**src/rtl/uart_rxq_pkg.sv**
```systemverilog
package uart_rxq_pkg;
   localparam int DATA_W  = 8;
   localparam int ERR_W   = 4;
   localparam int ENTRY_W = DATA_W + ERR_W;
   // index of the break flag inside the error field (entry bit 10)
   localparam int BRK_IDX = 2;

   typedef struct packed {
      logic [ERR_W-1:0]  err;
      logic [DATA_W-1:0] data;
   } rxq_entry_t;
endpackage

```
**src/rtl/uart_rxq_store.sv**
```systemverilog
module uart_rxq_store
   import uart_rxq_pkg::*;
#(
   parameter int DEPTH = 16,
   localparam int PTR_W = $clog2(DEPTH)
) (
   input  logic             clk,
   input  logic             rst_n,
   input  logic             wr_en,
   input  logic [PTR_W-1:0] wr_idx,
   input  rxq_entry_t       wr_ent,
   input  logic [PTR_W-1:0] rd_idx,
   output rxq_entry_t       rd_ent
);
   rxq_entry_t slot_q [DEPTH];

   for (genvar g = 0; g < DEPTH; g++) begin : g_slot
      always_ff @(posedge clk or negedge rst_n) begin
         if (!rst_n) begin
            slot_q[g] <= '0;
         end else if (wr_en && (wr_idx == PTR_W'(g))) begin
            slot_q[g] <= wr_ent;
         end
      end
   end

   assign rd_ent = slot_q[rd_idx];
endmodule

```
**src/rtl/uart_rxq_ctrl.sv**
```systemverilog
module uart_rxq_ctrl #(
   parameter int DEPTH = 16,
   localparam int PTR_W = $clog2(DEPTH),
   localparam int CNT_W = $clog2(DEPTH + 1)
) (
   input  logic             clk,
   input  logic             rst_n,
   input  logic             fifo_en,
   input  logic             push_req,
   input  logic             pop_req,
   output logic             push_ok,
   output logic             pop_ok,
   output logic             refused,
   output logic [PTR_W-1:0] wr_idx,
   output logic [PTR_W-1:0] rd_idx,
   output logic [CNT_W-1:0] cnt_nxt,
   output logic             empty,
   output logic             full
);
   logic [CNT_W-1:0] count_q;
   logic [PTR_W-1:0] pos_q, pos_nxt;
   logic             en_q;
   logic             flush;
   logic             at_cap;
   logic [CNT_W-1:0] depth_eff;
   logic [PTR_W-1:0] mask;

   assign depth_eff = en_q ? CNT_W'(DEPTH) : CNT_W'(1);
   assign mask      = en_q ? PTR_W'(DEPTH - 1) : '0;
   assign flush     = fifo_en ^ en_q;
   assign at_cap    = (count_q == depth_eff);

   assign push_ok = push_req && !flush && !at_cap;
   assign refused = push_req && !flush && at_cap;
   assign pop_ok  = pop_req && !flush && (count_q != '0);

   always_comb begin
      cnt_nxt = count_q;
      pos_nxt = pos_q;
      if (flush) begin
         cnt_nxt = '0;
         pos_nxt = '0;
      end else begin
         if (push_ok && !pop_ok) cnt_nxt = count_q + CNT_W'(1);
         if (pop_ok && !push_ok) cnt_nxt = count_q - CNT_W'(1);
         if (pop_ok)             pos_nxt = (pos_q + PTR_W'(1)) & mask;
      end
   end

   always_ff @(posedge clk or negedge rst_n) begin
      if (!rst_n) begin
         count_q <= '0;
         pos_q   <= '0;
         en_q    <= 1'b0;
      end else begin
         count_q <= cnt_nxt;
         pos_q   <= pos_nxt;
         en_q    <= fifo_en;
      end
   end

   assign wr_idx = (pos_q + count_q[PTR_W-1:0]) & mask;
   assign rd_idx = pos_q;
   assign empty  = (count_q == '0);
   assign full   = at_cap;
endmodule

```
**src/rtl/uart_rxq_irq.sv**
```systemverilog
module uart_rxq_irq
   import uart_rxq_pkg::*;
#(
   parameter int TRIG_LEVEL = 1,
   parameter int CNT_W      = 5
) (
   input  logic             clk,
   input  logic             rst_n,
   input  logic             push_ok,
   input  logic             pop_ok,
   input  logic             refused,
   input  logic [CNT_W-1:0] cnt_nxt,
   input  logic [ERR_W-1:0] pop_err,
   input  logic             stat_clr,
   output logic             rx_req,
   output logic [ERR_W-1:0] rx_status,
   output logic             overrun
);
   localparam logic [CNT_W-1:0] SET_AT = CNT_W'(TRIG_LEVEL);
   localparam logic [CNT_W-1:0] CLR_AT = CNT_W'(TRIG_LEVEL - 1);

   always_ff @(posedge clk or negedge rst_n) begin
      if (!rst_n) begin
         rx_req    <= 1'b0;
         rx_status <= '0;
         overrun   <= 1'b0;
      end else begin
         if (push_ok && (cnt_nxt == SET_AT)) begin
            rx_req <= 1'b1;
         end else if (pop_ok && (cnt_nxt == CLR_AT)) begin
            rx_req <= 1'b0;
         end
         if (pop_ok) begin
            rx_status <= pop_err;
         end else if (stat_clr) begin
            rx_status <= '0;
         end
         overrun <= refused;
      end
   end
endmodule

```
**src/rtl/uart_rx_queue.sv**
```systemverilog
module uart_rx_queue
   import uart_rxq_pkg::*;
#(
   parameter int DEPTH      = 16,
   parameter int TRIG_LEVEL = 1
) (
   input  logic               clk,
   input  logic               rst_n,
   input  logic               fifo_en,
   input  logic               push_valid,
   input  logic [DATA_W-1:0]  push_data,
   input  logic [ERR_W-1:0]   push_err,
   input  logic               push_break,
   input  logic               pop,
   input  logic               stat_clr,
   output logic [ENTRY_W-1:0] rd_entry,
   output logic [ERR_W-1:0]   rx_status,
   output logic               empty,
   output logic               full,
   output logic               rx_req,
   output logic               overrun
);
   localparam int PTR_W = $clog2(DEPTH);
   localparam int CNT_W = $clog2(DEPTH + 1);

   if (DEPTH < 2 || (DEPTH & (DEPTH - 1)) != 0) begin : g_bad_depth
      $error("uart_rx_queue: DEPTH must be a power of two of at least 2");
   end
   if (TRIG_LEVEL < 1 || TRIG_LEVEL > DEPTH) begin : g_bad_trig
      $error("uart_rx_queue: TRIG_LEVEL must lie in 1..DEPTH");
   end

   rxq_entry_t       in_ent, head_ent;
   logic             push_req;
   logic             push_ok, pop_ok, refused;
   logic [PTR_W-1:0] wr_idx, rd_idx;
   logic [CNT_W-1:0] cnt_nxt;

   always_comb begin
      push_req = push_valid || push_break;
      if (push_break) begin
         in_ent = '0;
         in_ent.err[BRK_IDX] = 1'b1;
      end else begin
         in_ent.err  = push_err;
         in_ent.data = push_data;
      end
   end

   uart_rxq_ctrl #(.DEPTH(DEPTH)) u_ctrl (
      .clk      (clk),
      .rst_n    (rst_n),
      .fifo_en  (fifo_en),
      .push_req (push_req),
      .pop_req  (pop),
      .push_ok  (push_ok),
      .pop_ok   (pop_ok),
      .refused  (refused),
      .wr_idx   (wr_idx),
      .rd_idx   (rd_idx),
      .cnt_nxt  (cnt_nxt),
      .empty    (empty),
      .full     (full)
   );

   uart_rxq_store #(.DEPTH(DEPTH)) u_store (
      .clk    (clk),
      .rst_n  (rst_n),
      .wr_en  (push_ok),
      .wr_idx (wr_idx),
      .wr_ent (in_ent),
      .rd_idx (rd_idx),
      .rd_ent (head_ent)
   );

   uart_rxq_irq #(.TRIG_LEVEL(TRIG_LEVEL), .CNT_W(CNT_W)) u_irq (
      .clk       (clk),
      .rst_n     (rst_n),
      .push_ok   (push_ok),
      .pop_ok    (pop_ok),
      .refused   (refused),
      .cnt_nxt   (cnt_nxt),
      .pop_err   (head_ent.err),
      .stat_clr  (stat_clr),
      .rx_req    (rx_req),
      .rx_status (rx_status),
      .overrun   (overrun)
   );

   assign rd_entry = head_ent;
endmodule

```
**config.mk**
```make
export PLATFORM = sky130hd
export DESIGN_NAME = uart_rx_queue
export DESIGN_NICKNAME = d
export VERILOG_FILES = /design/src/rtl/uart_rxq_pkg.sv /design/src/rtl/uart_rxq_store.sv /design/src/rtl/uart_rxq_ctrl.sv /design/src/rtl/uart_rxq_irq.sv /design/src/rtl/uart_rx_queue.sv
export SDC_FILE = /design/constraint.sdc
export NUM_CORES = 1
export LEC_CHECK = 0
export CORE_UTILIZATION = 55
export DETAILED_ROUTE_END_ITERATION = 10
export DONT_BUFFER_PORTS = 1
export PLACE_DENSITY = 0.7
export REMOVE_ABC_BUFFERS = 1
export SLEW_MARGIN = 20
export SYNTH_ARGS = -nofsm -noshare
export SYNTH_HDL_FRONTEND = slang
export SYNTH_SLANG_ARGS = --single-unit
```
**constraint.sdc**
```tcl
create_clock -name clk -period 5.5 [get_ports clk]
set_clock_uncertainty 0.2 [all_clocks]
set_input_delay 0.55 -clock clk [delete_from_list [all_inputs] [get_ports clk]]
set_output_delay 0.55 -clock clk [all_outputs]
set_load 0.1 [all_outputs]
```
Yosys cells after proc, flatten, opt, wreduce, memory -nomap -nowiden
Cells that the tools add are included.
Operators by class
  $add $sub $neg: 4
  reduce and logical (&&, ||, !) cells: 37
  mux-type cells: 15
  magnitude comparators: 1
  bitwise operators: 4
  equality and inequality tests: 17
Operator list (count)
  12-bit binary-select mux with 4-bit select: 1
  12-bit two-way mux: 3
  4-bit == test, second input constant: 8
  1-bit logical AND: 25
  4-bit two-way mux: 5
  5-bit two-way mux: 4
  4-bit by 3-bit == test with 1-bit output, second input constant: 4
  5-bit logical NOT: 2
  4-bit bitwise AND: 2
  4-bit by 2-bit == test with 1-bit output, second input constant: 2
  2-bit nonzero test: 3
  5-bit by 1-bit adder with 5-bit output, second input constant: 1
  5-bit by 1-bit == test with 1-bit output, second input constant: 1
  5-bit == test: 1
  5-bit >= comparator, second input constant: 1
  4-bit NOT with 5-bit output: 1
  5-bit nonzero test: 1
  5-bit by 1-bit subtractor with 5-bit output, second input constant: 1
  4-bit by 1-bit adder with 4-bit output, second input constant: 1
  4-bit adder: 1
  4-bit by 1-bit == test with 1-bit output, second input constant: 1
  1-bit logical NOT: 4
  4-bit logical NOT: 1
  1-bit two-way mux: 2
  2 further kinds: 2
Word-level totals
  register bits: 208
  logic and storage cells: 116
  input port bits: 19
  output and inout bits: 20

Depth between registers and ports, before layout
Gate-level depths: netlist (run 1).
  depth after elaboration: 13
  depth in mapped cells: 12
  mapped depth without buffers: 9

By module
From an unflattened synthesis (run 1), not the netlist that was laid out.
Second synthesis, totals
  cell total of the unflattened synthesis: 668
  area, all modules: 9841.9 um^2
Modules (own cells, without submodules)
  uart_rxq_store: area an instance 8620.8 um^2, times used 1, sequential area each 4804.6 um^2, cells an instance 538
  uart_rxq_ctrl: area an instance 903.4 um^2, times used 1, sequential area each 250.2 um^2, cells an instance 101
  uart_rxq_irq: area an instance 224.0 um^2, times used 1, sequential area each 150.1 um^2, cells an instance 15
  uart_rx_queue: area an instance 93.8 um^2, times used 1, sequential area each 0.0 um^2, cells an instance 14

Worst setup path before layout (run 1)
No wires, ideal clock.
  path type: register to register
  start: reg u_ctrl.count_q[0]
  end: reg u_irq.rx_req
  cell stages (with the launch flop): 12
  library setup time: 122 ps
  required time: 5178 ps
  path slack: 1409 ps
  buffers on the path: 2
  clock period less this slack: 4091 ps
  data arrival time: 3769 ps
  path through: dfrtp_1 -> buf_4 -> inv_1 -> ha_1 -> nor4b_2 -> nand2b_1 -> buf_2 -> and2_1 -> mux4_2 -> and2_1 -> and3b_1 -> a22o_1
On the way
  word-level cells in the longest chain between the ends: 10
  elaborated cells on any way between the ends: 20
  those cells by class: 2 x add/sub; 2 x eq/ne; 4 x mux; 12 x reduce/logical
RTL lines
  start: declaration: RTL line uart_rxq_ctrl.sv:20  | logic [CNT_W-1:0] count_q;
  start signal: assignment: RTL line uart_rxq_ctrl.sv:56  | count_q <= cnt_nxt;
  branches (longest 5 deep; another with 5-bit by 1-bit adder with 5-bit output)
  5-bit two-way mux *: RTL line uart_rxq_ctrl.sv:45  | if (pop_ok && !push_ok) cnt_nxt = count_q - CNT_W'(1);
  5-bit two-way mux *: RTL line uart_rxq_ctrl.sv:40  | if (flush) begin
  named net cnt_nxt[2]: RTL line uart_rx_queue.sv:37  | logic [CNT_W-1:0] cnt_nxt;
  5-bit by 1-bit == test with 1-bit output / 5-bit logical NOT (equally long branches): RTL line uart_rxq_irq.sv:28, uart_rxq_irq.sv:30
  1-bit logical AND, on equally long branches: RTL line uart_rxq_irq.sv:28, uart_rxq_irq.sv:30
  1-bit two-way mux / 2-bit nonzero test (equally long branches)
  end signal: assignment: RTL line uart_rxq_irq.sv:24  | rx_req <= 1'b0;
  end signal: assignment: RTL line uart_rxq_irq.sv:29  | rx_req <= 1'b1;
  end signal: assignment: RTL line uart_rxq_irq.sv:31  | rx_req <= 1'b0;
  end: declaration: RTL line uart_rxq_irq.sv:15  | output logic rx_req,
Mark *: on every way through the listed nets, which the timed path passes.
A chain may end at the register's enable or synchronous reset.

Worst setup path in the final report (run 1)
  start: reg u_ctrl.pos_q[0], in the netlist u_ctrl.rd_idx[0]
  end: out rd_entry[10]
On the way
  word-level cells in the longest chain between the ends: 4
RTL lines
  start: declaration: RTL line uart_rxq_ctrl.sv:21  | logic [PTR_W-1:0] pos_q, pos_nxt;
  start signal: assignment: RTL line uart_rxq_ctrl.sv:57  | pos_q <= pos_nxt;
  4-bit NOT with 5-bit output (not written as such): RTL line uart_rxq_store.sv:27  | assign rd_ent = slot_q[rd_idx];
  12-bit binary-select mux with 4-bit select: RTL line uart_rxq_store.sv:27
  12-bit two-way mux (not written as such) (2 in series): RTL line uart_rxq_store.sv:27
  end: declaration: RTL line uart_rx_queue.sv:16  | output logic [ENTRY_W-1:0] rd_entry,
No other way between the ends. The select of a mux whose other input is x is not followed.

==> results of run 1 <==
## synth_stat cells, types with 2 or more instances
master	instances
o21ai_0	14
nor4_1	2
mux4_2	61
buf_2	26
nand3b_1	2
nand3_1	3
mux2_4	8
dfrtp_1	208
ha_1	7
xor2_1	3
inv_1	8
and3b_1	2
xnor2_1	6
clkbuf_1	23
nand4_1	3
nor2_1	37
nand2_1	11
nor3_2	2
nor2b_1	12
nor3_1	6
and2_1	2
a21oi_1	21
o31ai_1	2
mux2_2	167
nand2b_1	7
## layer usage
| layer | GRT usage [%] | vias to the layer above | wire length (um) |
|---|---|---|---|
| li1 | - | 2424 | - |
| met1 | 36.5 | 3012 | 9750 |
| met2 | 40.3 | 135 | 10500 |
| met3 | 3.52 | 37 | 962 |
| met4 | 6.62 | 0 | 403 |
| met5 | 0 | - | 0 |
## kinds of logic (layout without fill, tap and decap cells)
family                     count (synthesis)  after routing  synth area share (%)
muxes                                    237            237                  34.5
DFF                                      208            208                  53.0
and+or+nand+nor                           98             98                  5.25
buffers and inverters                     60             68                  2.74
AOI/OAI and AO/OA                         45             45                  2.69
xor gates and xnor gates                   9              9                 0.802
adders and majority gates                  8              8                  1.10
## state kept, by name, indices dropped and copies added, names as in the netlist
signal	cells
u_ctrl.count_q	5
u_ctrl.en_q	1
u_ctrl.rd_idx	4
u_irq.overrun	1
u_irq.rx_req	1
u_irq.rx_status	4
u_store.slot_q	192
## cell type report
| type | instances | area, sq um |
|---|---|---|
| well taps | 225 | 282 |
| repair buffers | 18 | 140 |
| clock buffers | 29 | 638 |
| inverters | 8 | 30.0 |
| clock inverters | 13 | 171 |
| multi-input cells | 397 | 4380 |
| fillers | 1261 | 6510 |
| flip-flops and latches | 208 | 5210 |
## power groups by stage
stage / clock (uW) / combinational, uW / sequential [uW]
CTS: 1650 / 1520 / 2170
global route: 1720 / 1600 / 2220
floorplan: 0 / 1290 / 2130
detailed placement: 0 / 1510 / 2190
finish: 1620 / 1510 / 2170
global placement: 0 / 1470 / 2170
## path summary, 6_finish.rpt
path	startpoint	endpoint	slack, ns	cells after the start
max	u_ctrl.rd_idx[0]$_DFFE_PN0P_	rd_entry[10]	1.50	3
min	rst_n	u_irq.overrun$_DFF_PN0_	-0.45	0
max reg2reg	u_ctrl.rd_idx[0]$_DFFE_PN0P_	u_store.slot_q[150]$_DFFE_PN0P_	1.69	8
min reg2reg	u_store.slot_q[166]$_DFFE_PN0P_	u_store.slot_q[166]$_DFFE_PN0P_	0.28	2
max in group asynchronous	rst_n	u_store.slot_q[170]$_DFFE_PN0P_	5.23	0
min in group clk	stat_clr	u_irq.rx_status[2]$_DFFE_PN0P_	0.03	2
## critical path: cells and delay by family, from the launching register on
family	cells	cell delay, ns
buffers and inverters	1	0.49
flip-flops	1	0.88
multiplexers	2	1.34
## metrics by stage
stage / area [sq um] / std cells
floorplan: 9590 / 613
finish: 10800 / 898
CTS: 10800 / 897
global route: 10800 / 898
detailed placement: 10000 / 854
global placement: 10000 / 854
## cells in the final DEF, fill, tap and decap left out, types with 3 or more instances in the layout
cell type / n
bufinv_16: 4
mux2_4: 8
xnor2_1: 6
clkbuf_16: 23
nand3_1: 3
xor2_1: 3
nand4_1: 3
ha_1: 7
nor2b_1: 9
nor3_2: 3
o21ai_0: 14
mux2_2: 167
a21oi_1: 21
inv_1: 8
nor3_1: 5
nor2b_2: 3
nor2_1: 35
mux4_2: 61
buf_4: 16
nand2b_1: 7
nand2_1: 11
clkinv_2: 7
dfrtp_1: 206
clkbuf_8: 4
## repair_timing
item                      in CTS  in global routing
hold buffers                   1                  1
hold endpoints to repair     209                209
setup buffers                  0                  0
==> summary.md, run 1 <==
Setup slack closes at 1.50 ns. The total wire length is 21600 um. By instance count, the cell type seen most on the critical path is mux4_2. From synthesis to final layout, the design area changed by 10.4%.

The predominant post-synthesis flop cell was dfrtp_1. The logs give 30.3% for the remaining max-slew budget at the tightest pin and 34900 um for the wire length of the first global-routing pass. Synthesis produced a netlist whose cell count is 665.

The number of pins with negative max-slew slack in the final report is 0, and the CTS clock-pin slew for the worst setup and hold paths is 0.06 ns. Power spread over the standard cell area amounts to 489 nW/um^2. At the end of the flow the core is filled with cells to 62.5%. The run gives 1 as the H-tree level count. OpenSTA, run right after detailed placement, puts the worst setup slack at 1.70 ns.

Counting along the longest clock path gives a buffer depth of 3. Entering global routing, the biggest net connects 209 pins. The sum of net half-perimeters after detailed placement came out at 13100 um.

The count of nets left with antenna violations once routing finished came out at 0. In this run, the clock network consumes 30.6% of the power. The tools report the DRC violation count after routing as 0.

For the pin with the worst max-slew slack, the measured transition is 1.04 ns. The flow ran to the end, but the final reports show violations. TritonCTS built the clock tree. The maximum operating frequency was 250 MHz; the internal power component was 3480 uW. The run gives 0 ns as the total negative slack. For this block, the via count after detailed routing is 5608. The overall power consumption came out at 5310 uW. Dividing the detail-routed via count by the number of cells gives 6.24.

0 antenna diodes ended up in the layout. The setup path with the least slack is of type reg -> out. The largest individual stage delay along the critical path comes from the cell dfrtp_4. Setup repair after global routing left no endpoint under its margin.

The number of global-route vias before repair came out at 6004. The standard-cell row count is 48, and the highest fanout seen on the critical path is 36. The largest single stage delay on the critical path is 0.88 ns. The tools report the data arrival time of the critical path as 3.25 ns. The worst endpoint required time was 4.75 ns; the residual overflow from global routing was 0.

Clock latency on the worst-skew pair, taken at its later pin, is 0.50 ns. Cells with a size suffix above 1 make up 45.6% of the layout. The largest total area in the synthesized netlist belongs to dfrtp_1.

The number of design-rule violations left by the first detailed-router iteration is 333, and the share of synthesized registers carrying an async set or reset is 100%. The initial utilization of the core area, before any placement, comes to 56.6%. Switching power as a share of total power: 34.5%. Pin placement for this block handled 39 I/O pins. The master cell of the clock root buffer is clkbuf_16. The synthesized netlist occupies a cell area of 9830 sq um. The checks that failed: negative hold slack. Global routing used 25.2% of the available tracks. The worst-case vdd ir drop was 0.416 mV; the total of cells resized after clock tree synthesis was 0. After detailed routing, the average wire length per cell comes to 24.0 um.

The floorplan step set the die height to 136 um. Of the total power, registers draw 40.9%. The total area inside the core boundary comes to 17400 sq um. Share of Yosys cell area claimed by the top area cell type: 53.0%.

The analysis attributes to cell leakage a power of 0.00497 uW. The number of endpoints failing setup at the final stage came out at 0. The tools report the number of failing hold endpoints at the final stage as 208.

In this run the tool buffered the top-level ports with 0 buffer cells. The final layout contains 683 nets. The congestion estimate from routability-driven global placement came to 0.869. The logs give -0.454 ns for the final worst hold slack and 0 for the reported max-cap violation count. The logs give 53.0% for the register area share after synthesis and 0 for the number of antenna violations at the first check in global routing.

The switching power is 1830 uW. Subtracting the final worst setup slack from the clock period gives 4.00 ns. The number of buffers created by CTS came out at 23. The synthesized design contains 0 enable-type register cells.

The average cell area after synthesis works out to 14.8 sq um. The worst setup path is captured at an output pin. The share of the clock period used by the worst path after layout came out at 72.7%. The signal on the critical path passes through buf_4, mux4_2, mux4_2. In this run, the combinational gates consume 28.5% of the power. The first detailed-routing pass took 4 iterations.

The die covers 18400 sq um. The launching element type of the critical path was a flip-flop. Sorting the synthesized cells by area gives the leading types as dfrtp_1, mux2_2, mux4_2. The number of different library cells in the post-synthesis netlist is 47. The tree built by TritonCTS fans out to 208 sinks. The number of synthesized register bits came out at 208.

The horizontal extent of the die works out to 136 um. The path category of the worst min-delay check is in -> async. For this run, the number of Yosys warnings is 0.
(Power assumes the default switching activity.)
==> inputs of run 2 (changes only) <==
==> constraint.sdc (replaced) <==
create_clock -name clk -period 3.72 [get_ports clk]
set_clock_uncertainty 0.2 [all_clocks]
set_input_delay 0.372 -clock clk [delete_from_list [all_inputs] [get_ports clk]]
set_output_delay 0.372 -clock clk [all_outputs]
set_load 0.1 [all_outputs]
==> run 2 against run 1 <==
Effect of this change:
- largest cell class unchanged
- critical path type unchanged
- sequential share of layout area fell by 0.18 points
- the flow still finishes with violations (negative hold slack)
- combinational power rose by 54%
- via count rose by 1.7%
- register-to-register slack got worse by 1.2 ns
==> summary.md, run 2 (synthesis results as in run 1) <==
The post-CTS setup repair buffer count came out at 0 (unchanged). The leading cell type in the layout, fill and taps excluded was dfrtp_1. The total number of clock tree sinks is 208 (unchanged), and the residual overflow from global routing is 0 (unchanged).

The tools report the number of nets in the final layout as 700 (+2.5%). The number of endpoints failing setup at the final stage is 0 (unchanged), and the overall fraction of global-route tracks in use is 25.4% (+0.16 points). The run gives 0 ns (unchanged) as the total negative slack.

For the DRC violation count after routing, the log shows 0 (unchanged). The tools report the count of non-filler cells in the finished layout as 913 (+1.7%). The reg-to-reg critical path endpoint is u_store.slot_q[163]$_DFFE_PN0P_.

Core area: 17400 sq um (unchanged). The tightest min-delay check is of the in -> async type. Compared with the post-synthesis result, the final layout area differs by 10.8%.

The type of element capturing the critical path was an output pin. The post-cts hold buffer count is 4 (+3). The run gives 0.51 ns (-1.18 ns) as the reg2reg setup slack. The overall die height works out to 136 um (unchanged). The run gives 48 (unchanged) as the standard-cell row count. The number of I/O pins came out at 39 (unchanged). TritonCTS built the clock tree. The average wire per standard cell was 23.9 um (-0.78%); the overall power consumption was 7560 uW (+42%). The highest fanout seen on the critical path was 53 (+47%).

The run gives 371 (+11%) as the number of design-rule violations left by the first detailed-router iteration. Setup repair after global routing left no endpoint under its margin. The logs give 208 (unchanged) for the number of failing hold endpoints at the final stage and 0.592 mV (+42%) for the worst-case vdd ir drop.

The setup path with the least slack is of type reg -> out. The total wire length is 21800 um (+0.88%). The leakage power of the design came out at 0.00501 uW (+0.82%). The number of global-route vias before repair is 6088 (+1.4%), and the last weighted congestion value of the routability-driven placer is 0.873 (+0.47%).

The tools report the number of pins with negative max-slew slack in the final report as 0 (unchanged). Slew at the pin closest to its max-slew limit: 1.10 ns (+0.0569 ns). The fraction of layout instances using a drive strength above 1 works out to 45.7% (+0.089 points). The number of buffers created by CTS was 22 (-4.3%).

The worst setup path is launched from a flip-flop. The total die area is 18400 sq um (unchanged), and the maximum operating frequency is 305 MHz. The largest net degree at the start of global routing was 209 (unchanged); the CTS clock-pin slew for the worst setup and hold paths was 0.06 ns (about the same).

The mean number of vias per cell was 6.25 (about the same); the via count of the routed design was 5702 (+1.7%). The run gives 34900 um (about the same) as the wire length of the first global-routing pass. The largest registers in the layout are u_store.slot_q x192, u_ctrl.count_q x5. Cell area power density: 694 nW/um^2 (+42%).

The number of port buffers is 0 (unchanged). The critical path ends at rd_entry[9]. The run gives 56.6% (unchanged) as the initial core utilization. The tools report the data arrival time of the critical path as 2.71 ns (-0.54 ns). The final core utilization was 62.7% (+0.23 points).

The tools report the H-tree level count as 1 (unchanged). The critical path starts at u_ctrl.rd_idx[0]$_DFFE_PN0P_. The worst register-to-register path begins at u_ctrl.count_q[0]$_DFF_PN0_. The shortest clock period the worst path allows after layout was 3.28 ns. Number of optimization iterations in the first detailed-route pass: 4 (unchanged). Maximum buffer depth of the clock tree: 3 (unchanged). The tools report the number of antenna violations at the first check in global routing as 1 (+1). The number of placed instances, taps included was 870 (+1.9%); the number of flip-flops in the largest register was 192 (unchanged).

The reported max-cap violation count is 0 (unchanged). The register name with the most flops was u_store.slot_q. The final reports fail on negative hold slack.

For the final worst hold slack, the log shows -0.632 ns (-0.179 ns). For the filler cell count in the final layout, the log shows 1257 (-0.32%). The run finished, with violations left. The top cell types in the final layout, fill and taps aside, are dfrtp_1, mux2_2, mux4_2. The run gives 26.5% (-3.8 points) as the remaining max-slew budget at the tightest pin.

The total of cells resized after clock tree synthesis is 0 (unchanged), and the share of the clock period used by the worst path after layout is 88.2%. The horizontal extent of the die is 136 um (unchanged), and the sum of net half-perimeters after detailed placement is 13500 um (+3.1%). Master cell of the clock root buffer: clkbuf_16. The run gives 0 (unchanged) as the number of nets with antenna violations after detailed routing. The worst endpoint required time came out at 3.15 ns (-1.60 ns). The clock insertion delay at the later pin of the skew report is 0.51 ns (about the same), and the depth of the worst register-to-register path is 7 (-1).
[run 2: changes by cell type in the layout (fill, tap and decap cells not counted), sizes merged]
cell,change
inv,-1
clkinv,-1
buf,+16
diode,+1
clkinvlp,-1
clkbuf,+3
bufinv,-4
dlygate4sd3,+2
[run 2: area by class of cell]
class | instances | area, sq um | area share [%]
flip-flops and latches | 208 | 5210 | 47.8
multi-input cells | 397 | 4370 | 40.1
clock buffers | 32 | 648 | 5.95
repair buffers | 36 | 305 | 2.80
well taps | 225 | 282 | 2.59
clock inverters | 6 | 41.3 | 0.379
inverters | 8 | 30.0 | 0.276
diodes | 1 | 2.50 | 0.0230
[run 2: worst min-delay path by stage]
stage,start,endpoint,slack (ns),cells after the start
4_1_cts,rst_n,u_store.slot_q[150]$_DFFE_PN0P_,-0.65,0
2_1_floorplan,rst_n,u_ctrl.count_q[0]$_DFF_PN0_,-0.12,0
3_3_place_gp,rst_n,u_store.slot_q[91]$_DFFE_PN0P_,-0.12,0
3_5_place_dp,rst_n,u_store.slot_q[79]$_DFFE_PN0P_,-0.12,0
5_1_grt,rst_n,u_store.slot_q[91]$_DFFE_PN0P_,-0.65,0
6_report,rst_n,u_store.slot_q[91]$_DFFE_PN0P_,-0.63,0
[run 2: through the flow]
stage	cell area [sq um]	worst slack [ns]
after floorplan	9590	-1.29
after global placement	10200	0.662
after detailed placement	10200	0.557
after CTS	10900	0.388
after global routing	10900	0.322
final	10900	0.438
[run 2: report_power, final]
| part | switching [uW] | leakage [uW] | internal [uW] |
|---|---|---|---|
| clock | 870 | 0.000345 | 1210 |
| sequential | 433 | 0.00283 | 2730 |
| combinational | 1380 | 0.00183 | 942 |
[run 2: layer usage]
metal / part of all wire (%) / wire [um] / up-vias / global-route usage, %
met3: 5.7 / 1250 / 45 / 5.57
met5: 0 / 0 / - / 0
met4: 2.4 / 532 / 0 / 6.49
met2: 48 / 10500 / 134 / 40.1
met1: 44 / 9520 / 3080 / 35.8
li1: - / - / 2443 / -
[run 2: worst max-delay path: stages (launching register included)]
cell,delay [ns]
dfrtp_4,0.43
buf_12,0.38
mux4_2,0.61
mux4_2,0.78
==> inputs of run 3 (changes only) <==
--- a/config.mk
+++ b/config.mk
@@ -5,6 +5,7 @@
 export SDC_FILE = /design/constraint.sdc
 export NUM_CORES = 1
 export LEC_CHECK = 0
+export ABC_AREA = 1
 export CORE_UTILIZATION = 55
 export DETAILED_ROUTE_END_ITERATION = 10
 export DONT_BUFFER_PORTS = 1
==> run 3 against run 2 <==
Effect of this change:
- count of clock-buffer cells in the layout shrank 2
- largest cell class unchanged
- total power shrank 13%
- cell count grew 48%
- highest routed layer unchanged
- the run still ends with negative hold slack left
- critical path type unchanged
==> summary.md, run 3 <==
The total wire length was 25200 um (+16%). For the post-synth design cell area, the log shows 10100 sq um (+2.5%). The standard-cell row count was 49 (+2.1%).

The residual overflow from global routing came out at 0 (unchanged). Leading cell type in the layout, fill and taps excluded: nand2_1. In the layout the commonest cells are nand2_1, dfrtp_1, o21ai_1.

The number of standard cells after synthesis was 1139 (+71%). The last weighted congestion value of the routability-driven placer came out at 0.867 (-0.69%). Average cell area after synthesis: 8.85 sq um (-40%). dfrtp_1 takes more of the synthesized area than any other cell. The clock power share is 37.8% (+10 points). The mean number of vias per cell is 5.96 (-4.6%), and the remaining max-slew budget at the tightest pin is 32.0% (+5.5 points).

The overall die height is 137 um (+1.2%), and the number of I/O pins is 39 (unchanged). The share of synthesized registers carrying an async set or reset was 100% (unchanged); the number of flip-flops in the largest register was 192 (unchanged). The run gives 0.810 ns (+0.253 ns) as the post-placement setup slack.

The tools report the number of optimization iterations in the first detailed-route pass as 5 (+1). The tools report the total number of clock tree sinks as 208 (unchanged). Post-CTS setup repair buffer count: 0 (unchanged).

The run finished, with violations left. Path category of the worst min-delay check: in -> async. The number of buffer and inverter instances along the worst setup path is 2 (+1). The critical path is of the reg -> out type.

The maximum operating frequency was 301 MHz (-1.1%); the number of port buffers was 0 (unchanged). The number of synthesized register bits came out at 208 (unchanged). Reg-to-reg critical path endpoint: u_store.slot_q[34]$_DFFE_PN0P_. The tools report the final worst hold slack as -0.636 ns (-0.00356 ns). For the number of different library cells in the post-synthesis netlist, the log shows 37 (-21%).

The critical path goes through buf_4, o21ai_0, o221ai_1, nand3_1, nand2_1, buf_12. The logs give 0 (-1) for the number of antenna violations at the first check in global routing and 23 (+4.5%) for the number of buffers created by CTS. The run gives 18900 sq um (+2.5%) as the total die area. The overall power consumption came out at 6610 uW (-13%). The switching power as a share of total power was 31.0% (-4.5 points).

The CTS clock-pin slew for the worst setup and hold paths works out to 0.06 ns (about the same). The average wire per standard cell is 18.7 um (-22%). The maximum buffer depth of the clock tree is 3 (unchanged), and the H-tree level count is 1 (unchanged). The tools report the wire length of the first global-routing pass as 40400 um (+16%). For the overall fraction of global-route tracks in use, the log shows 27.8% (+2.5 points).

Placed standard-cell area: 10100 sq um (-0.42%). The tools report the leakage power of the design as 0.00500 uW (-0.26%). The fraction of layout instances using a drive strength above 1 was 13.2% (-33 points); the worst endpoint required time was 3.15 ns (about the same). The number of design-rule violations left by the first detailed-router iteration is 840 (+130%), and the highest fanout seen on the critical path is 98 (+85%). The depth of the worst register-to-register path works out to 10 (+3). Number of pins with negative max-slew slack in the final report: 0 (unchanged). Share of total power in sequential cells: 41.6% (-0.2 points). For the filler cell count in the final layout, the log shows 1558 (+24%).

The checks that failed: negative hold slack. STA classifies the critical path startpoint as a flip-flop. The largest registers in the layout are u_store.slot_q x192, u_ctrl.count_q x5. By area the synthesized netlist is led by dfrtp_1, nand2_1, o21ai_1. The commonest cells after synthesis are nand2_1, dfrtp_1, o21ai_1.

The largest net degree at the start of global routing is 209 (unchanged). For the post-cts hold buffer count, the log shows 4 (unchanged). The share of the clock period used by the worst path after layout works out to 89.2% (+0.97 points). The data arrival time of the critical path came out at 2.75 ns (+0.04 ns). TritonCTS built the clock tree. The number of global-route vias before repair is 7659 (+26%).

Family of cells with the greatest summed delay on the critical path: buffers and inverters. Number of enable flip-flop cells after synthesis: 0 (unchanged). u_store.slot_q holds more flip-flops than any other register. Share of Yosys cell area claimed by the top area cell type: 51.7% (-1.3 points).

The slew at the pin closest to its max-slew limit is 1.02 ns (-0.0806 ns), and the core area is 18000 sq um (+3.5%). The worst-case vdd ir drop is 0.445 mV (-25%). Shortest clock period the worst path allows after layout: 3.32 ns (+0.0362 ns). The most repeated cell in the gate-level netlist after synthesis is nand2_1. The run gives 56.1% (-0.52 points) as the initial core utilization.

The number of antenna cells inserted is 0 (-1), and the largest stage delay on the critical path is 0.75 ns (-0.03 ns). For the via count of the routed design, the log shows 8045 (+41%). Cell with the largest stage delay on the worst path: buf_4. The DRC violation count after routing came out at 0 (unchanged). The tools report the switching power as 2050 uW (-24%).

The number of nets with antenna violations after detailed routing came out at 0 (unchanged). The tools report the final design area excluding fillers as 11000 sq um (+0.87%). The tools report the number of nets in the final layout as 1132 (+62%). The reg2reg setup slack was 0.76 ns (+0.25 ns); the warning count from the yosys run was 0 (unchanged). The predominant post-synthesis flop cell was dfrtp_1.

The tree is rooted in a clkbuf_16. Setup repair after global routing left no endpoint under its margin. The horizontal extent of the die is 137 um (+1.2%), and the number of endpoints failing setup at the final stage is 0 (unchanged). The worst register-to-register path begins at u_ctrl.rd_idx[1]$_DFFE_PN0P_. STA classifies the critical path endpoint as an output pin. From synthesis to final layout, the design area changed by 9.02%. The cell area power density is 602 nW/um^2 (-13%), and the register area share after synthesis is 51.7% (-1.3 points). The internal power component is 4560 uW (-6.5%), and the sum of net half-perimeters after detailed placement is 13900 um (+3.3%). The run gives 20.7% (-10 points) as the portion of total power attributed to combinational logic. The final critical-path setup slack is 0.402 ns (-0.0362 ns). The clock insertion delay at the later pin of the skew report is 0.50 ns (about the same), and the total of cells resized after clock tree synthesis is 0 (unchanged). The number of failing hold endpoints at the final stage was 208 (unchanged).

The reported max-cap violation count came out at 0 (unchanged).
run 3: cell families after synthesis:
group / synth area share, %
and+or+nand+nor: 18.2
xor gates and xnor gates: 0.261
buffers and inverters: 7.19
adders and majority gates: 1.07
AOI/OAI and AO/OA: 21.7
DFF: 51.7
run 3: per-stage QoR:
stage	util, %	instances	setup TNS (ns)	hold WS [ns]
6_report	61.1	1350	0	-0.636
3_5_place_dp	56.3	1305	0	-0.114
3_3_place_gp	56.3	1305	0	-0.117
5_1_grt	61.1	1350	0	-0.652
4_1_cts	61.1	1350	0	-0.649
2_1_floorplan	-	1055	-38.28	-0.124
run 3: power by group through the flow:
stage | clock [uW] | combinational (uW) | sequential [uW]
finish | 2500 | 1370 | 2750
global route | 2600 | 1490 | 2780
CTS | 2520 | 1370 | 2740
detailed placement | 0 | 1360 | 2780
global placement | 0 | 1340 | 2770
floorplan | 0 | 979 | 2760
run 3: metal layers:
layer  GRT usage, %  vias to the layer above  wire length (um)
li1               -                     3807                 -
met1           38.4                     3929             11100
met2           43.9                      251             11900
met3           5.08                       58              1480
met4           10.6                        0               817
met5              0                        -                 0
run 3: how the worst max path moves through the flow:
stage                                 startpoint                        endpoint  depth (start not counted)
floorplan           u_ctrl.rd_idx[0]$_DFFE_PN0P_  u_irq.rx_status[1]$_DFFE_PN0P_                          7
global placement    u_ctrl.rd_idx[1]$_DFFE_PN0P_  u_store.slot_q[26]$_DFFE_PN0P_                         10
detailed placement  u_ctrl.rd_idx[1]$_DFFE_PN0P_  u_store.slot_q[34]$_DFFE_PN0P_                         10
CTS                 u_ctrl.rd_idx[0]$_DFFE_PN0P_                     rd_entry[7]                          6
global route        u_ctrl.rd_idx[0]$_DFFE_PN0P_                     rd_entry[6]                          6
finish              u_ctrl.rd_idx[0]$_DFFE_PN0P_                     rd_entry[7]                          6
run 3: layout make-up:
cell class	count	area, sq um	share of cell area [%]
timing repair buffer	25	360	3.28
clock buffer	30	652	5.93
sequential	208	5210	47.4
tap	229	287	2.61
clock inverter	11	183	1.66
multi-input combinational	808	4150	37.8
inverter	39	148	1.34
